==> src/rtl/irq_pkg.sv <==
package irq_pkg;
  localparam int NSRC = 5;
  localparam int IDXW = 3;

  typedef enum logic [IDXW-1:0] {
    SRC_X0  = 3'd0,
    SRC_T0  = 3'd1,
    SRC_X1  = 3'd2,
    SRC_T1  = 3'd3,
    SRC_SER = 3'd4
  } src_e;

  // vector address of a source index
  function automatic logic [15:0] vec_at(input int unsigned idx,
                                         input int unsigned base,
                                         input int unsigned step);
    return 16'(base + idx * step);
  endfunction

  // keep only the lowest set bit
  function automatic logic [NSRC-1:0] lowest_bit(input logic [NSRC-1:0] v);
    return v & ~(v - NSRC'(1));
  endfunction
endpackage

==> src/rtl/irq_edge_latch.sv <==
module irq_edge_latch (
  input  logic clk,
  input  logic rst_n,
  input  logic pin_n,
  input  logic edge_mode,
  input  logic clr,
  output logic req,
  output logic fell
);
  logic pin_q;
  logic flag_q;

  assign fell = pin_q & ~pin_n;

  always_ff @(posedge clk or negedge rst_n) begin
    if (!rst_n) begin
      pin_q  <= 1'b1;
      flag_q <= 1'b0;
    end else begin
      pin_q <= pin_n;
      if (fell && edge_mode)
        flag_q <= 1'b1;
      else if (clr || !edge_mode)
        flag_q <= 1'b0;
    end
  end

  assign req = edge_mode ? flag_q : ~pin_n;
endmodule

==> src/rtl/irq_pick.sv <==
module irq_pick import irq_pkg::*; (
  input  logic [NSRC-1:0] hi_set,
  input  logic [NSRC-1:0] lo_set,
  input  logic            isv_hi,
  input  logic            isv_lo,
  output logic            win_valid,
  output logic            win_hi,
  output logic [NSRC-1:0] win_oh,
  output logic [IDXW-1:0] win_idx
);
  logic [NSRC-1:0] cand;

  always_comb begin
    if (isv_hi)           cand = '0;
    else if (|hi_set)     cand = hi_set;
    else if (isv_lo)      cand = '0;
    else                  cand = lo_set;
    win_hi    = !isv_hi && (|hi_set);
    win_oh    = lowest_bit(cand);
    win_valid = |cand;
    win_idx   = '0;
    for (int i = 0; i < NSRC; i++)
      if (win_oh[i]) win_idx = IDXW'(i);
  end
endmodule

==> src/rtl/irq_level_track.sv <==
module irq_level_track (
  input  logic clk,
  input  logic rst_n,
  input  logic take,
  input  logic take_hi,
  input  logic reti,
  input  logic insn_done,
  output logic isv_hi,
  output logic isv_lo,
  output logic hold
);
  always_ff @(posedge clk or negedge rst_n) begin
    if (!rst_n) begin
      isv_hi <= 1'b0;
      isv_lo <= 1'b0;
      hold   <= 1'b0;
    end else begin
      if (take) begin
        if (take_hi) isv_hi <= 1'b1;
        else         isv_lo <= 1'b1;
      end else if (reti) begin
        if (isv_hi)  isv_hi <= 1'b0;
        else         isv_lo <= 1'b0;
      end
      if (reti)           hold <= 1'b1;
      else if (insn_done) hold <= 1'b0;
    end
  end
endmodule

==> src/rtl/irq_vec_ctrl.sv <==
module irq_vec_ctrl import irq_pkg::*; #(
  parameter int VEC_W    = 8,
  parameter int VEC_BASE = 3,
  parameter int VEC_STEP = 8,
  parameter int NEXT     = 2
) (
  input  logic            clk,
  input  logic            rst_n,
  input  logic [NEXT-1:0] ext_pin_n,
  input  logic [NEXT-1:0] ext_edge,
  input  logic [1:0]      tmr_ovf,
  input  logic            ser_rx_done,
  input  logic            ser_tx_done,
  input  logic            cfg_en_we,
  input  logic [NSRC:0]   cfg_en_wd,
  input  logic            cfg_pri_we,
  input  logic [NSRC-1:0] cfg_pri_wd,
  input  logic            insn_done,
  input  logic            reti,
  output logic            irq_req,
  output logic [VEC_W-1:0] irq_vec,
  output logic            irq_take,
  output logic [NSRC-1:0] flag_clr,
  output logic [1:0]      in_service
);
  localparam int GLB = NSRC;

  logic [NSRC:0]   en_q;
  logic [NSRC-1:0] pri_q;
  logic [NEXT-1:0] ext_req, ext_fell, ext_clr;
  logic [NSRC-1:0] raw_req, act, hi_set, lo_set, clr_mask;
  logic            win_valid, win_hi, isv_hi, isv_lo, hold;
  logic [NSRC-1:0] win_oh;
  logic [IDXW-1:0] win_idx;
  logic            glob_en;

  always_ff @(posedge clk or negedge rst_n) begin
    if (!rst_n) begin
      en_q  <= '0;
      pri_q <= '0;
    end else begin
      if (cfg_en_we)  en_q  <= cfg_en_wd;
      if (cfg_pri_we) pri_q <= cfg_pri_wd;
    end
  end

  for (genvar g = 0; g < NEXT; g++) begin : g_ext
    assign ext_clr[g] = flag_clr[2*g];
    irq_edge_latch u_lat (
      .clk(clk), .rst_n(rst_n), .pin_n(ext_pin_n[g]), .edge_mode(ext_edge[g]),
      .clr(ext_clr[g]), .req(ext_req[g]), .fell(ext_fell[g])
    );
  end

  always_comb begin
    raw_req          = '0;
    raw_req[SRC_X0]  = ext_req[0];
    raw_req[SRC_T0]  = tmr_ovf[0];
    raw_req[SRC_X1]  = ext_req[1];
    raw_req[SRC_T1]  = tmr_ovf[1];
    raw_req[SRC_SER] = ser_rx_done | ser_tx_done;
    clr_mask          = '0;
    clr_mask[SRC_X0]  = ext_edge[0];
    clr_mask[SRC_T0]  = 1'b1;
    clr_mask[SRC_X1]  = ext_edge[1];
    clr_mask[SRC_T1]  = 1'b1;
  end

  assign glob_en = en_q[GLB];
  assign act     = raw_req & en_q[NSRC-1:0] & {NSRC{glob_en}};
  assign hi_set  = act & pri_q;
  assign lo_set  = act & ~pri_q;

  irq_pick u_pick (
    .hi_set(hi_set), .lo_set(lo_set), .isv_hi(isv_hi), .isv_lo(isv_lo),
    .win_valid(win_valid), .win_hi(win_hi), .win_oh(win_oh), .win_idx(win_idx)
  );

  assign irq_req  = win_valid & ~hold & ~reti;
  assign irq_take = irq_req & insn_done;
  assign irq_vec  = VEC_W'(vec_at(int'(win_idx), VEC_BASE, VEC_STEP));
  assign flag_clr = irq_take ? (win_oh & clr_mask) : '0;

  irq_level_track u_lvl (
    .clk(clk), .rst_n(rst_n), .take(irq_take), .take_hi(win_hi), .reti(reti),
    .insn_done(insn_done), .isv_hi(isv_hi), .isv_lo(isv_lo), .hold(hold)
  );

  assign in_service = {isv_hi, isv_lo};
endmodule

==> config.mk <==
export PLATFORM = sky130hd
export DESIGN_NAME = irq_vec_ctrl
export DESIGN_NICKNAME = d
export VERILOG_FILES = /design/src/rtl/irq_pkg.sv /design/src/rtl/irq_edge_latch.sv /design/src/rtl/irq_pick.sv /design/src/rtl/irq_level_track.sv /design/src/rtl/irq_vec_ctrl.sv
export SDC_FILE = /design/constraint.sdc
export NUM_CORES = 1
export LEC_CHECK = 0
export ABC_AREA = 1
export BUFFER_PORTS_ARGS = -buffer_cell sky130_fd_sc_hd__buf_2
export CORE_MARGIN = 3
export CORE_UTILIZATION = 46
export CTS_BUF_LIST = sky130_fd_sc_hd__clkbuf_4
export DETAILED_ROUTE_END_ITERATION = 16
export PLACE_DENSITY_LB_ADDON = 0.3
export SETUP_SLACK_MARGIN = 0.1
export SLEW_MARGIN = 20
export SYNTH_ARGS = -nofsm -noshare
export SYNTH_HDL_FRONTEND = slang
export SYNTH_SLANG_ARGS = --single-unit
==> constraint.sdc <==
create_clock -name clk -period 1.85 [get_ports clk]
set_input_delay 0.2775 -clock clk [delete_from_list [all_inputs] [get_ports clk]]
set_output_delay 0.2775 -clock clk [all_outputs]
set_load 0.1 [all_outputs]
# After elaboration in Yosys (flattened, before gate mapping)
# Index checks and enable logic that the tools add are counted.
# W data, S select, Z words.
[word_totals]
register_bits = 18
output_inout_bits = 17
[classes]
n_addsub = 2
eq_ne = 3
n_mux = 23
bitwise_logic = 18
reduce_logical = 16
[ops]
columns = ["operator", "count"]
rows = [
  ["$and A5 B5 Y5", 5],
  ["$mux W5", 4],
  ["$mux W1", 16],
  ["$not A5 Y5", 2],
  ["$reduce_or A5 Y1", 2],
  ["$reduce_bool A2 Y1", 4],
  ["$add A2 B6 Y7 const A", 1],
  ["$and A1 B1 Y1", 5],
  ["$and A5 B4 Y5", 1],
  ["$sub A5 B1 Y5 const B", 1],
  ["$mux W2", 2],
  ["$ne A2 B2 Y1 const B", 2],
  ["$not A1 Y1", 4],
  ["$logic_and A1 B1 Y1", 3],
  ["$logic_not A1 Y1", 3],
  ["$mux W3", 1],
  ["$reduce_and A3 Y1", 1],
  ["$logic_or A1 B1 Y1", 2],
  ["$ne A2 B1 Y1 const B", 1],
  ["$reduce_and A2 Y1", 1],
  ["$or A1 B1 Y1", 1],
]

# Logic depth before layout (Yosys ltp)
[logic_depth]
ltp_word = 16
ltp_mapped = 13
depth_no_buf = 13

# Modules after synthesis
# From an unflattened synthesis, not the netlist that was laid out.
[unflattened]
cells_unflattened = 168
area_unflattened_um2 = 1144.8
[by_module_without_submodules]
columns = ["mod", "n_inst", "cells_each", "area_per_inst_um2", "seq_area_each_um2"]
rows = [
  ["irq_vec_ctrl", 1, 87, 630.6, 275.3],
  ["irq_pick", 1, 42, 206.4, 0.0],
  ["irq_edge_latch", 2, 11, 88.8, 51.3],
  ["irq_level_track", 1, 17, 130.1, 75.1],
]

# Least setup slack after synthesis
# Ideal clock, no wire load.
[synth_timing]
path_kind = "reg2out"
start = "reg en_q[5]"
end = "out irq_vec[5]"
t_arrival_ns = 3.179
required_ns = 1.572
setup_slack_ns = -1.607
path_stages_with_launch = 10
cell_sequence = "dfrtp_1 -> nand2_1 -> inv_2 -> nand3_2 -> nand3_4 -> nor2_4 -> inv_2 -> o21ai_1 -> nand2_1 -> nor3_1"
[synth_via]
elab_chain_cells = 13
word_cells_on_any_way = 15
cone_classes = "2 x add/sub; 7 x mux; 5 x bitwise; 1 x reduce/logical"
[synth_lines]
columns = ["item", "line", "rtl"]
rows = [
  ["from (decl)", "irq_vec_ctrl.sv:28", "logic [NSRC:0] en_q;"],
  ["from (signal assigned)", "irq_vec_ctrl.sv:42", "if (cfg_en_we) en_q <= cfg_en_wd;"],
  ["$and A5 B5 Y5 (*)", "irq_vec_ctrl.sv:70", "assign act = raw_req & en_q[NSRC-1:0] & {NSRC{glob_en}};"],
  ["$and A5 B5 Y5 (on tied branches)", "irq_vec_ctrl.sv:71, irq_vec_ctrl.sv:72", ""],
  ["$reduce_or A5 Y1 or $mux W5 (tied branches)", "irq_pick.sv:15, irq_pick.sv:16", ""],
  ["$mux W5 (*)", "irq_pick.sv:15", "else if (|hi_set) cand = hi_set;"],
  ["$mux W5 (*)", "irq_pick.sv:14", "if (isv_hi) cand = '0;"],
  ["$sub A5 B1 Y5", "irq_pkg.sv:22", "return v & ~(v - NSRC'(1));"],
  ["$not A5 Y5", "irq_pkg.sv:22", ""],
  ["$and A5 B5 Y5 (*)", "irq_pkg.sv:22", ""],
  ["$mux W1", "irq_pick.sv:23", "if (win_oh[i]) win_idx = IDXW'(i);"],
  ["$mux W2 (2 in a row)", "irq_pick.sv:23", ""],
  ["$mux W3 (*)", "irq_pick.sv:23", ""],
  ["$add A2 B6 Y7 (*)", "irq_pkg.sv:17", "return 16'(base + idx * step);"],
  ["to (decl)", "irq_vec_ctrl.sv:21", "output logic [VEC_W-1:0] irq_vec,"],
]
# Every way passes the cells marked *; elsewhere a longest branch is shown, timed or not.

# Worst setup path after layout
[layout_timing]
start = "reg en_q[5]"
end = "out flag_clr[1]"
[layout_via]
elab_chain_cells = 10
word_cells_on_any_way = 16
cone_classes = "1 x add/sub; 4 x mux; 9 x bitwise; 2 x reduce/logical"
[layout_lines]
columns = ["item", "line", "rtl"]
rows = [
  ["$and A5 B5 Y5 (*)", "irq_vec_ctrl.sv:70", ""],
  ["$and A5 B5 Y5 (on tied branches)", "irq_vec_ctrl.sv:71, irq_vec_ctrl.sv:72", ""],
  ["$reduce_or A5 Y1 or $mux W5 (tied branches)", "irq_pick.sv:15, irq_pick.sv:16", ""],
  ["$mux W5 (*)", "irq_pick.sv:15", ""],
  ["$mux W5 (*)", "irq_pick.sv:14", ""],
  ["$sub A5 B1 Y5 or $reduce_or A5 Y1 (tied branches)", "irq_pkg.sv:22, irq_pick.sv:20", ""],
  ["$not A5 Y5 or $and A1 B1 Y1 (tied branches)", "irq_pkg.sv:22, irq_vec_ctrl.sv:79", ""],
  ["$and A5 B5 Y5 or $and A1 B1 Y1 (tied branches)", "irq_pkg.sv:22, irq_vec_ctrl.sv:79", ""],
  ["$and A5 B4 Y5 or $and A1 B1 Y1 (tied branches)", "irq_vec_ctrl.sv:82, irq_vec_ctrl.sv:80", ""],
  ["$mux W5 (*)", "irq_vec_ctrl.sv:82", "assign flag_clr = irq_take ? (win_oh & clr_mask) : '0;"],
  ["to (decl)", "irq_vec_ctrl.sv:23", "output logic [NSRC-1:0] flag_clr,"],
]
# Marked as above.

==> summary.md <==
| Metric | Value |
|---|---|
| CTS tree | `done` |
| Hold Crit Start | `cfg_pri_wd[3]` |
| GRT Resource Usage Total | `19.2%` |
| Worst path required time | `1.57 ns` |
| Reg area | `454 um^2` |
| IO Count | `42` |
| Slowest stage delay, CP | `0.46 ns` |
| First-pass DRT Iterations | `4` |
| Failing checks | `setup timing` |
| Dpl hpwl | `2330 um` |
| RePlAce Congestion | `0.784` |
| Port-buffer cells | `35` |
| Most frequent cell after synthesis | `nand2_1` |
| Seq cells post-synth | `18` |
| Layout cells sized above 1 | `58.4%` |
| Pins over their slew limit | `0` |
| Area grow syn2layout | `56.5%` |
| Setup crit end kind | `primary output` |
| Crit path from | `en_q[5]$_DFFE_PN0P_` |
| DIE WIDTH | `56.6 um` |
| Top cell type's share of synthesized area | `34.0%` |
| Worst-path cell chain | `nand4_1 -> nand3_4 -> nor2_4 -> nand2_2 -> nand3_4 -> buf_6 -> nand4_1 -> buf_6 -> nor2_4 -> buf_12` |
| Count of final hold-check violations | `0` |
| Antenna cells | `0` |
| Drt via density | `5.17` |
| Initial Util | `50.7%` |
| Fin crit share | `136%` |
| Number of flops mapped to enable cells by yosys | `0` |
| Final wirelength | `3400 um` |
| Vias in the first global route | `1162` |
| Core Util, Final | `79.4%` |
| Max Root-Sink Buffers | `2` |
| Data arrival time of the critical path | `2.25 ns` |
| Die Ht | `56.6 um` |
| Post-synthesis instance area | `1180 um^2` |
| RSZ-0062 raised after global routing | `yes` |
| Layout fillers | `146` |
| DRC Markers | `0` |
| Unique masters post-synth | `25` |
| Peak VDD IR | `0.713 mV` |
| Antenna violations before repair | `0` |
| Core area | `2320 um^2` |
| Worst path bufs/invs | `3` |
| Worst path top cell family by delay | `simple AND/OR/NAND/NOR gates` |
| Post-DRT Antenna Nets | `0` |
| First-pass GRT wire length | `4840 um` |
| Num rows | `17` |
| Total power | `0.00145 W` |
| Crit-path max FO | `5` |
| Multi-input gate area | `731 um^2` |
| Total CTS buffers | `3` |
| Largest net degree at the start of global routing | `19` |
| Final worst slack | `-0.674 ns` |
| Leakage | `0.921 nW` |
| Crit path launch type | `flip-flop` |
| Via count | `1188` |
| Number of max-cap violations | `0` |
| Avg Cell Area, Syn | `7.95 um^2` |
| Commonest cells in the netlist | `nand2_1 (30), inv_1 (19), dfrtp_1 (16)` |
| Cells after Synth | `148` |
| Cell type with the largest total area after synthesis | `dfrtp_1` |
| Synth warn | `0` |
| Ys flop type | `dfrtp_1` |
| Top post-synthesis cells by area | `dfrtp_1 (34%), nand2_1 (9.6%), buf_4 (6.4%)` |
| Fin nets | `229` |
| Worst hold path type | `in2reg` |
| Post-synthesis async set-or-reset flop share | `100%` |
| Die area | `3200 um^2` |
| Status | `finished, violations left` |
| Grt total ovfl | `0` |
| CP Class | `reg2out` |
| Routed wire length per instance | `14.8 um` |
| PD cells | `788 nW/um^2` |
| Setup TNS | `-6.66 ns` |
| Fmax | `396 MHz` |
| CP max-delay cell | `dfrtp_2` |
| Register area share after synthesis | `38.5%` |
| Min Tclk post-route | `2.52 ns` |
| Clock latency on the worst-skew pair | `0.29 ns` |
| Worst-path clk slew | `0.10 ns` |
| FF-to-FF Start | `en_q[5]$_DFFE_PN0P_` |
| Setup Skew | `0.00270 ns` |
| DR iter-0 viols | `39` |
| CTS H-Tree Depth | `1` |
| CTS root buffer | `clkbuf_4` |
| # setup viols final | `13` |
| Clock sinks | `18` |
==> cell usage in the layout, fill, tap and decap left out, types with 2 or more instances in the layout <==
master,n
inv_2,6
nand3_1,4
nand2_4,5
nor2_2,3
buf_6,3
dfstp_2,2
mux2_2,6
nand3_2,4
nand2_8,2
clkinvlp_4,2
nand2_1,21
nand4_1,6
nor2_4,5
clkbuf_4,3
conb_1,6
nor2_1,7
o21ai_2,4
dfrtp_1,15
nand2_2,8
buf_2,26
nand3_4,5
o21ai_0,7
buf_12,9
buf_4,20
inv_1,15
==> per-layer routing <==
layer | part of all wire (%) | wire length, um | up-vias | GRT usage [%]
met5 | 0 | 0 | - | 0
met4 | 2.1 | 72 | 0 | 6.10
met3 | 6.2 | 210 | 7 | 1.38
met2 | 54 | 1840 | 50 | 36.3
met1 | 38 | 1280 | 568 | 22.5
li1 | - | - | 563 | -
==> tightest hold or removal path, stage by stage <==
cell and delay, ns:
buf_2 0.07, nand2_1 0.04, o21ai_0 0.06
==> final timing paths <==
kind | cells past startpoint | slack (ns) | to
max in group asynchronous | 2 | 1.11 | g_ext[0].u_lat.pin_q$_DFF_PN1_
worst max-delay path | 10 | -0.67 | flag_clr[1]
worst max register to register | 12 | -0.34 | u_lvl.isv_lo$_DFFE_PN0P_
min in group asynchronous | 2 | 0.43 | en_q[2]$_DFFE_PN0P_
worst min-delay path | 3 | 0.18 | pri_q[3]$_DFFE_PN0P_
worst min register to register | 2 | 0.50 | g_ext[0].u_lat.flag_q$_DFFE_PN0P_
==> logic make-up (layout without fill, tap and decap cells) <==
| family | Yosys count | after routing | share of synthesized area (%) |
|---|---|---|---|
| compound gates | 16 | 16 | 8.30 |
| flops | 18 | 18 | 38.5 |
| other cells | 2 | 6 | 0.639 |
| buf+inv | 35 | 85 | 14.4 |
| mux | 6 | 6 | 5.74 |
| simple gates | 71 | 71 | 32.4 |
==> area by class of cell <==
class / count / share of cell area (%)
tap: 28 / 1.90
timing repair buffer: 59 / 27.4
sequential: 18 / 24.7
multi-input combinational: 99 / 39.7
inverter: 23 / 5.10
clock buffer: 3 / 1.22
==> flip-flops by register name, summed over array words and instances, names as in the netlist <==
name	cells
en_q	6
g_ext.u_lat.flag_q	2
g_ext.u_lat.pin_q	2
u_lvl.isv_lo	1
pri_q	5
u_lvl.hold	1
u_lvl.isv_hi	1
==> timing repair <==
action                                 4_1_cts  5_1_grt
pin swaps                                    1        8
resized for setup                            6       14
hold buffers                                 1        0
endpoints found under the hold margin       16        0
setup buffers                                4        5
setup endpoints to repair                   13       13
==> power by group <==
part           leakage [nW]  internal (W)  switching [W]
sequential            0.215      0.000429      0.0000255
combinational         0.692      0.000287       0.000515
clock                0.0138     0.0000759       0.000118
==> per-stage QoR <==
stage | cell area [um^2] | instances | hold slack, ns | worst slack [ns]
3_5_place_dp | 1670 | 217 | 0.227 | -0.252
3_3_place_gp | 1670 | 217 | 0.216 | -0.199
5_1_grt | 1840 | 230 | 0.192 | -0.856
6_report | 1840 | 230 | 0.180 | -0.674
4_1_cts | 1760 | 225 | 0.181 | -0.565
2_1_floorplan | 1330 | 152 | -0.0181 | -0.321
(Power assumes the default switching activity.)
